**config.mk**
```make
export PLATFORM = sky130hd
export DESIGN_NAME = pmt_timer
export DESIGN_NICKNAME = d
export VERILOG_FILES = /design/src/rtl/pmt_pkg.sv /design/src/rtl/pmt_rst_sync.sv /design/src/rtl/pmt_prescale.sv /design/src/rtl/pmt_count.sv /design/src/rtl/pmt_postscale.sv /design/src/rtl/pmt_timer.sv
export SDC_FILE = /design/constraint.sdc
export NUM_CORES = 1
export LEC_CHECK = 0
export BUFFER_PORTS_ARGS = -buffer_cell sky130_fd_sc_hd__buf_2
export CAP_MARGIN = 20
export CORE_UTILIZATION = 30
export CTS_CLUSTER_SIZE = 10
export DETAILED_ROUTE_END_ITERATION = 8
export HOLD_SLACK_MARGIN = 0.1
export PLACE_DENSITY = 0.62
export SYNTH_ARGS = -nofsm -noshare
export SYNTH_HDL_FRONTEND = slang
export SYNTH_SLANG_ARGS = --single-unit
```
**constraint.sdc**
```tcl
create_clock -name clk -period 2 [get_ports clk]
set_input_delay 0.4 -clock clk [delete_from_list [all_inputs] [get_ports clk]]
set_output_delay 0.4 -clock clk [all_outputs]
set_load 0.01 [all_outputs]
```
**src/rtl/pmt_pkg.sv**
```systemverilog
package pmt_pkg;
  localparam int CNT_W      = 8;
  localparam int POST_W     = 4;
  localparam int PRE_CNT_W  = 4;
  localparam int PRE_CODE_W = 2;

  // control word: [6] run, [5:4] prescale code, [3:0] postscale code
  typedef struct packed {
    logic                  run;
    logic [PRE_CODE_W-1:0] pre_sel;
    logic [POST_W-1:0]     post_sel;
  } ctl_t;

  localparam int CTL_W = $bits(ctl_t);
endpackage

```
**src/rtl/pmt_rst_sync.sv**
```systemverilog
module pmt_rst_sync #(
  parameter int STAGES = 2
) (
  input  logic clk,
  input  logic rst_n,
  output logic rst_sync_n
);
  logic [STAGES-1:0] sync_q;
  logic [STAGES-1:0] sync_d;

  always_comb begin
    sync_d = {sync_q[STAGES-2:0], 1'b1};
  end

  always_ff @(posedge clk or negedge rst_n) begin
    if (!rst_n) sync_q <= '0;
    else        sync_q <= sync_d;
  end

  assign rst_sync_n = sync_q[STAGES-1];
endmodule

```
**src/rtl/pmt_prescale.sv**
```systemverilog
module pmt_prescale #(
  parameter int PRE_CNT_W  = pmt_pkg::PRE_CNT_W,
  parameter int PRE_CODE_W = pmt_pkg::PRE_CODE_W
) (
  input  logic                  clk,
  input  logic                  rst_ni,
  input  logic                  run,
  input  logic                  clr,
  input  logic [PRE_CODE_W-1:0] sel,
  output logic                  tick
);
  localparam int STEP = PRE_CNT_W / 2;
  localparam logic [PRE_CNT_W-1:0] LIM_MID = PRE_CNT_W'((1 << STEP) - 1);
  localparam logic [PRE_CNT_W-1:0] LIM_MAX = PRE_CNT_W'((1 << PRE_CNT_W) - 1);

  logic [PRE_CNT_W-1:0] pre_q, pre_d, lim_m1;
  logic                 wrap;

  always_comb begin
    unique case (sel)
      2'b00:   lim_m1 = '0;
      2'b01:   lim_m1 = LIM_MID;
      default: lim_m1 = LIM_MAX;
    endcase
  end

  assign wrap = (pre_q == lim_m1);
  assign tick = run & ~clr & wrap;

  always_comb begin
    pre_d = pre_q;
    if (clr)       pre_d = '0;
    else if (run)  pre_d = wrap ? '0 : pre_q + PRE_CNT_W'(1);
  end

  always_ff @(posedge clk or negedge rst_ni) begin
    if (!rst_ni) pre_q <= '0;
    else         pre_q <= pre_d;
  end


  pre_clr_chk: assert property (@(posedge clk) disable iff (!rst_ni)
    clr |=> (pre_q == '0));


  tick_gap_chk: assert property (@(posedge clk) disable iff (!rst_ni)
    (tick && (lim_m1 != '0)) |=> !tick);


  pre_hold_chk: assert property (@(posedge clk) disable iff (!rst_ni)
    (!run && !clr) |=> $stable(pre_q));
endmodule

```
**src/rtl/pmt_count.sv**
```systemverilog
module pmt_count #(
  parameter int CNT_W = pmt_pkg::CNT_W
) (
  input  logic             clk,
  input  logic             rst_ni,
  input  logic             tick,
  input  logic             cnt_wr,
  input  logic [CNT_W-1:0] cnt_wdata,
  input  logic             per_wr,
  input  logic [CNT_W-1:0] per_wdata,
  output logic [CNT_W-1:0] count,
  output logic [CNT_W-1:0] period,
  output logic             match
);
  logic [CNT_W-1:0] cnt_q, cnt_d, per_q, per_d;
  logic             equal;

  assign equal = (cnt_q == per_q);
  assign match = tick & equal;

  always_comb begin
    cnt_d = cnt_q;
    if (cnt_wr)     cnt_d = cnt_wdata;
    else if (tick)  cnt_d = equal ? '0 : cnt_q + CNT_W'(1);
  end

  always_comb begin
    per_d = per_q;
    if (per_wr) per_d = per_wdata;
  end

  always_ff @(posedge clk or negedge rst_ni) begin
    if (!rst_ni) begin
      cnt_q <= '0;
      per_q <= '1;
    end else begin
      cnt_q <= cnt_d;
      per_q <= per_d;
    end
  end

  assign count  = cnt_q;
  assign period = per_q;


  cnt_restart_chk: assert property (@(posedge clk) disable iff (!rst_ni)
    (match && !cnt_wr) |=> (cnt_q == '0));


  cnt_hold_chk: assert property (@(posedge clk) disable iff (!rst_ni)
    (!tick && !cnt_wr) |=> $stable(cnt_q));


  cnt_load_chk: assert property (@(posedge clk) disable iff (!rst_ni)
    cnt_wr |=> (cnt_q == $past(cnt_wdata)));


  per_load_chk: assert property (@(posedge clk) disable iff (!rst_ni)
    per_wr |=> (per_q == $past(per_wdata)));
endmodule

```
**src/rtl/pmt_postscale.sv**
```systemverilog
module pmt_postscale #(
  parameter int POST_W = pmt_pkg::POST_W
) (
  input  logic              clk,
  input  logic              rst_ni,
  input  logic              match,
  input  logic              clr,
  input  logic [POST_W-1:0] sel,
  input  logic              flag_clr,
  output logic              flag
);
  logic [POST_W-1:0] post_q, post_d;
  logic              flag_q, flag_d, last, set;

  assign last = (post_q == sel);
  assign set  = match & last;

  always_comb begin
    post_d = post_q;
    if (clr)        post_d = '0;
    else if (match) post_d = last ? '0 : post_q + POST_W'(1);
  end

  always_comb begin
    flag_d = flag_q;
    if (set)           flag_d = 1'b1;
    else if (flag_clr) flag_d = 1'b0;
  end

  always_ff @(posedge clk or negedge rst_ni) begin
    if (!rst_ni) begin
      post_q <= '0;
      flag_q <= 1'b0;
    end else begin
      post_q <= post_d;
      flag_q <= flag_d;
    end
  end

  assign flag = flag_q;


  post_clr_chk: assert property (@(posedge clk) disable iff (!rst_ni)
    clr |=> (post_q == '0));


  flag_keep_chk: assert property (@(posedge clk) disable iff (!rst_ni)
    (flag_q && !flag_clr) |=> flag_q);


  flag_clr_chk: assert property (@(posedge clk) disable iff (!rst_ni)
    (flag_clr && !set) |=> !flag_q);


  flag_set_wins_chk: assert property (@(posedge clk) disable iff (!rst_ni)
    set |=> flag_q);
endmodule

```
**src/rtl/pmt_timer.sv**
```systemverilog
module pmt_timer
  import pmt_pkg::*;
#(
  parameter int TW = pmt_pkg::CNT_W
) (
  input  logic          clk,
  input  logic          rst_n,
  input  logic          cnt_wr,
  input  logic [TW-1:0] cnt_wdata,
  input  logic          per_wr,
  input  logic [TW-1:0] per_wdata,
  input  logic          ctl_wr,
  input  logic [CTL_W-1:0] ctl_wdata,
  input  logic          irq_en,
  input  logic          flag_clr,
  output logic [TW-1:0] count_o,
  output logic [TW-1:0] period_o,
  output logic          match_o,
  output logic          flag_o,
  output logic          irq_o
);
  logic rst_ni;
  ctl_t ctl_q, ctl_d;
  logic scaler_clr, tick, match, flag;

  pmt_rst_sync #(.STAGES(2)) u_rst (
    .clk(clk), .rst_n(rst_n), .rst_sync_n(rst_ni)
  );

  always_comb begin
    ctl_d = ctl_q;
    if (ctl_wr) ctl_d = ctl_t'(ctl_wdata);
  end

  always_ff @(posedge clk or negedge rst_ni) begin
    if (!rst_ni) ctl_q <= '0;
    else         ctl_q <= ctl_d;
  end

  assign scaler_clr = cnt_wr | ctl_wr;

  pmt_prescale #(.PRE_CNT_W(PRE_CNT_W), .PRE_CODE_W(PRE_CODE_W)) u_pre (
    .clk(clk), .rst_ni(rst_ni), .run(ctl_q.run), .clr(scaler_clr),
    .sel(ctl_q.pre_sel), .tick(tick)
  );

  pmt_count #(.CNT_W(TW)) u_cnt (
    .clk(clk), .rst_ni(rst_ni), .tick(tick),
    .cnt_wr(cnt_wr), .cnt_wdata(cnt_wdata),
    .per_wr(per_wr), .per_wdata(per_wdata),
    .count(count_o), .period(period_o), .match(match)
  );

  pmt_postscale #(.POST_W(POST_W)) u_post (
    .clk(clk), .rst_ni(rst_ni), .match(match), .clr(scaler_clr),
    .sel(ctl_q.post_sel), .flag_clr(flag_clr), .flag(flag)
  );

  assign match_o = match;
  assign flag_o  = flag;
  assign irq_o   = flag & irq_en;


  ctl_keeps_count_chk: assert property (@(posedge clk) disable iff (!rst_ni)
    (ctl_wr && !cnt_wr) |=> $stable(count_o));


  match_single_chk: assert property (@(posedge clk) disable iff (!rst_ni)
    (match_o && !cnt_wr && (period_o != '0)) |=> !match_o);
endmodule

```
* Word-level counts from Yosys, hierarchy flattened
Index checks and enable logic that the tools add are counted.
Word-level totals: output and inout bits 19, register bits 34, logic and storage cells 40, input bits 30
Operators by class: reductions and logical operators 5, equality and inequality tests 4, muxes and demuxes 12, $add $sub $neg 3, bitwise logic cells 7
Operators with widths (count):
- 4-bit 2-to-1 mux | 6
- 8-bit 2-to-1 mux | 3
- 4-bit by 1-bit adder with 4-bit output (second input constant) | 2
- 8-bit by 1-bit adder with 8-bit output (second input constant) | 1
- 4-bit == test | 2
- 8-bit == test | 1
- 4-bit one-hot mux with 2 select lines | 1
- 2-bit nonzero test | 4
- 1-bit AND | 5
- 2-bit by 1-bit == test with 1-bit output (second input constant) | 1
- 2-bit logical NOT | 1
- 1-bit 2-to-1 mux | 2
- 1-bit inverter | 1
- 1-bit bitwise OR | 1

* Depth between registers and ports, before layout
depth in word-level cells 7, depth in mapped cells 6, gate-level depth less buffers 5

* By module
A second synthesis with hierarchy kept.
Second synthesis, totals: cells, all modules 172, area total of the unflattened synthesis 1911.8 um^2
By module, submodules not included:
- pmt_count | cells each 93, times used 1, area an instance 975.9 um^2, sequential area each 410.4 um^2
- pmt_postscale | cells each 30, times used 1, area an instance 322.8 um^2, sequential area each 125.1 um^2
- pmt_timer | cells each 17, times used 1, area an instance 304.0 um^2, sequential area each 175.2 um^2
- pmt_prescale | cells each 29, times used 1, area an instance 255.2 um^2, sequential area each 100.1 um^2
- pmt_rst_sync | cells each 3, times used 1, area an instance 53.8 um^2, sequential area each 50.0 um^2

* Worst setup path before layout
Ideal clock, no wire load.
path kind flip-flop to flip-flop, start point reg u_cnt.per_q[5] (netlist: u_cnt.period[5]), end point reg u_post.post_q[2], arrival 1752 ps, required time 1922 ps, cell stages (with the launch flop) 6, buffers on the path 0, setup slack 171 ps, clock period less this slack 1829 ps, library setup time 78 ps, cell sequence dfstp_2 xor2_1 nor4_4 nand2_2 or4_1 a21oi_1
Between the ends: cells in the longest elaborated chain, start to end 3
Ends and longest elaborated chain:
- from (decl) | RTL line pmt_count.sv:15 | logic [CNT_W-1:0] cnt_q, cnt_d, per_q, per_d;
- from (signal assigned) | RTL line pmt_count.sv:38 | per_q <= per_d;
- 8-bit == test | RTL line pmt_count.sv:18 | assign equal = (cnt_q == per_q);
- 1-bit AND | RTL line pmt_count.sv:19 | assign match = tick & equal;
- 2-bit nonzero test (no line)
- to (signal assigned) | RTL line pmt_postscale.sv:35 | post_q <= post_d;
- to (decl) | RTL line pmt_postscale.sv:12 | logic [POST_W-1:0] post_q, post_d;
No other way between the ends. A chain may end at the register's enable or synchronous reset.

* Worst setup path in the final report
start point reg u_cnt.per_q[3] (netlist: u_cnt.period[3]), end point out match_o
Between the ends: cells in the longest elaborated chain, start to end 2
Ends and longest elaborated chain:
- 8-bit == test | RTL line pmt_count.sv:18
- 1-bit AND | RTL line pmt_count.sv:19
- to (decl) | RTL line pmt_timer.sv:18 | output logic match_o,
No other way between the ends.

==> metrics list <==
* FF-to-FF setup slack: approximately 70 ps
- The first detailed-routing pass took 4 iterations.
- TNS Setup: -47.4 ps
* Floorplan row count: 27
- For this configuration, the core starts out at a cell density of between 30% and 40%.
- After global routing, the most crowded layer is met2.
- Placeable core region: 5640 um2
* Top-Level Pins: 49
* Clock transition at the register clock pins on the worst setup and hold paths after CTS: about 60 ps
- For met2 alone, demand over resource in global routing was 23.0%.
* Global Route met3 Usage: between 3 and 4%
- Before CTS, the worst setup slack after placement is 83.1 ps.
- In the synthesized netlist the dominant register cell turns out to be dfrtp_1.
- GRT met1 Usage: a little under a fifth
- The endpoint identified for the worst register-to-register timing path is u_cnt.count[1]$_DFFE_PN0P_.
* Fraction of layout cells with a size suffix above 1: between 40 and 50%
- Tot GR Track Use: between 10% and 20%
- On the final layout, the worst clock skew is 5.85 ps.
* Gate count after technology mapping: around 170
- The flow ran to the end, but the final reports show violations.
- Half-perimeter wire length after detailed placement: ~3200 um
* FF-to-FF Start: u_cnt.period[3]$_DFFE_PN1P_
- Including well taps, the total number of placed cells is slightly below 300.
* GP Congestion: ~0.83
* Crit-path max FO: 3
* Library cells used by synthesis: 38
- The count of nets left with antenna violations once routing finished came out at 0.
* Number of inserted diodes: 0
* Post-detailed-routing wire length: 4170 um
- After the first detailed-routing iteration, the DRC count stood at 87.
- When the netlist entered floorplanning its net count stood at 199.
* Fraction of registers with async set/reset: 100%
* Final hold violations: 0
- Setup ws final: -47.4 ps
- Yosys printed 0 warnings.
- Mean instance size in the synthesized netlist: around 11 um2
* Root Buffer Master: clkbuf_8
* Die outline width: between 70 and 80 um
* Synthesized area: 1800 um2
- Clk Latency, worst-skew pair: 280 ps
* Pin count of the biggest net entering global routing: 33
- Power per standard cell area: 684 nW/um2
* Vias in the first global route: about 1400
- # port buffers: 48
- The area growth from synthesis to layout is 33.7%.
* Die area: ~6300 um2
- Clock period minus worst slack: around 2000 ps
- The number of cells on the worst reg-to-reg path is 7.
- After the last flow step, the layout net total stands at approximately 270.
* Vias per inst: 4.88
- Type of the most critical hold path: reg2async
- STA classifies the critical path endpoint as an output pin.
- Yosys mapped a number of flops with a built-in enable equal to 0.
* Data required, critical path: about 1600 ps
- The initial antenna violation count is 0.
* Number of buffers created by CTS: 5
- Number of remaining DRC errors: 0
- TritonCTS built the clock tree.
- Setup-violating endpoint count in the final report: 1
- In this run the biggest area consumer among cell types represents 36.2% of the synthesized area.
* Height of the chip: between 70 and 80 um
* Max VDD drop: ~0.00026 V
- Counting along the longest clock path gives a buffer depth of 2.
- The first global-routing pass estimated 6890 um of wire.
* Post-route core utilization: a little over two fifths
- For this block, the via count after detailed routing is about 1500.
* Worst hold margin: roughly 260 ps
- Total overflow reported by the global router: 0
* Static leakage power: 1.08 nW
- After detailed placement, the total cell area comes to between 2000 and 2500 um2.
- Clock sinks: 34
- CTS H-Tree Depth: 2
- The setup path with the least slack is of type reg2out.
- For this run, the top clock speed supported by timing is around 490 MHz.
- Share of the clock period used by the worst path after layout: 102%
- Seq/Total Area, Yosys: around 48%
* Violations in the final reports: negative setup slack
- The biggest area contributor in the post-synthesis netlist is dfrtp_1.
- Number of flip-flops and latches in the synthesized netlist: 34
* Routed WL per cell: between 10 and 15 um
- Across the run, the number of max-cap violations was 0.
- The worst setup path is launched from a flip-flop.
* Overall power after layout: roughly 1.6 mW
- Filler cell count: 537
* Number of pins exceeding their max-slew limit in the final report: 0
* Largest cells by area after synthesis: dfrtp_1 36%, dfstp_2 12%, mux2_2 9.4%
- STA puts the critical path data arrival time at roughly 1700 ps.
* Unrepaired setup endpoints after global routing: yes
* Non-Filler Cell Area, Final: 2400 um2
* Post-route insts no fill: roughly 310
[sequential cells by signal, indices dropped and copies added (netlist names)]
signal	flops
u_cnt.count	8
u_cnt.period	8
ctl_q	7
u_post.post_q	4
u_pre.pre_q	4
u_rst.sync_q	2
u_post.flag	1
[worst max-delay path by stage]
stage	start	to	slack [ps]	cells past startpoint
after floorplan	u_cnt.period[5]$_DFFE_PN1P_	u_post.post_q[2]$_DFFE_PN0P_	170	5
after global placement	u_cnt.period[5]$_DFFE_PN1P_	u_post.post_q[0]$_DFFE_PN0P_	130	5
after global routing	u_cnt.period[3]$_DFFE_PN1P_	match_o	-130	5
after detailed placement	u_cnt.period[3]$_DFFE_PN1P_	u_post.post_q[2]$_DFFE_PN0P_	80	5
after CTS	u_cnt.period[6]$_DFFE_PN1P_	match_o	-140	5
final	u_cnt.period[3]$_DFFE_PN1P_	match_o	-50	5
[worst max-delay path: stages, from the launching register on]
cell and delay [ps]:
dfstp_2 560, xor2_2 80, nor4_4 340, o2111ai_2 180, inv_1 80, buf_2 120
[area by class of cell]
type | count | area [um2] | share of cell area, %
clock buffer | 8 | 90.1 | 3.75
inverter | 2 | 7.51 | 0.313
multi-input combinational | 123 | 945 | 39.3
sequential | 34 | 861 | 35.9
tap | 72 | 90.1 | 3.75
timing repair buffer | 70 | 408 | 17.0
[cells in the final DEF, fill, tap and decap left out, types with 6 or more instances in the layout]
cell type | Yosys | layout
dfstp_2 | 8 | 8
buf_4 | 0 | 21
a21oi_1 | 10 | 9
mux2_2 | 15 | 15
buf_2 | 1 | 48
nor2_1 | 7 | 7
o21ai_0 | 8 | 8
dfrtp_1 | 26 | 26
clkbuf_8 | 0 | 6
xor2_1 | 9 | 6
nand2_1 | 9 | 9
[where the power goes]
part	leakage [nW]	internal [mW]	total, mW	switching, mW
clock	0.0455	0.280	0.512	0.232
combinational	0.621	0.166	0.336	0.170
sequential	0.412	0.751	0.794	0.0432
total	1.08	1.20	1.64	0.446
[per-layer routing]
metal | vias to the layer above | wire length (um)
met5 | - | 0
li1 | 751 | -
met4 | 0 | 57
met1 | 729 | 1850
met2 | 24 | 2110
met3 | 5 | 154
[synth_stat cells, drive strengths merged, types with 2 or more instances]
master / number
mux2i: 2
mux2: 15
o21ai: 10
or4: 3
xnor2: 4
ha: 3
nand2: 10
and2: 3
xor2: 9
and3: 5
nand2b: 5
dfstp: 8
a32oi: 4
and4: 2
a221o: 3
dfrtp: 26
inv: 2
nor3: 5
nor4: 2
nand4: 3
nand4b: 3
a21oi: 10
nor2: 7
clkbuf: 6
nand3: 5
[cell families (layout without fill, tap and decap cells)]
kind of cell	Yosys count	after routing	share of synthesized area [%]
and+or+nand+nor	58	58	20.0
DFF	34	34	47.9
AOI/OAI and AO/OA	31	31	10.9
muxes	17	17	10.5
xor gates and xnor gates	13	13	6.34
buffers and inverters	9	80	1.95
adders and majority gates	3	3	2.09
other	1	1	0.209
[repair_timing]
| item | in CTS | in global routing |
|---|---|---|
| resized for setup | 3 | 5 |
| endpoints found under the hold margin | 2 | 0 |
| setup buffers | 3 | 2 |
| hold buffers | 1 | 0 |
| endpoints found under the setup margin | 1 | 8 |
| pin swaps | 3 | 7 |
Note: power is estimated with default switching activity, not from simulation.
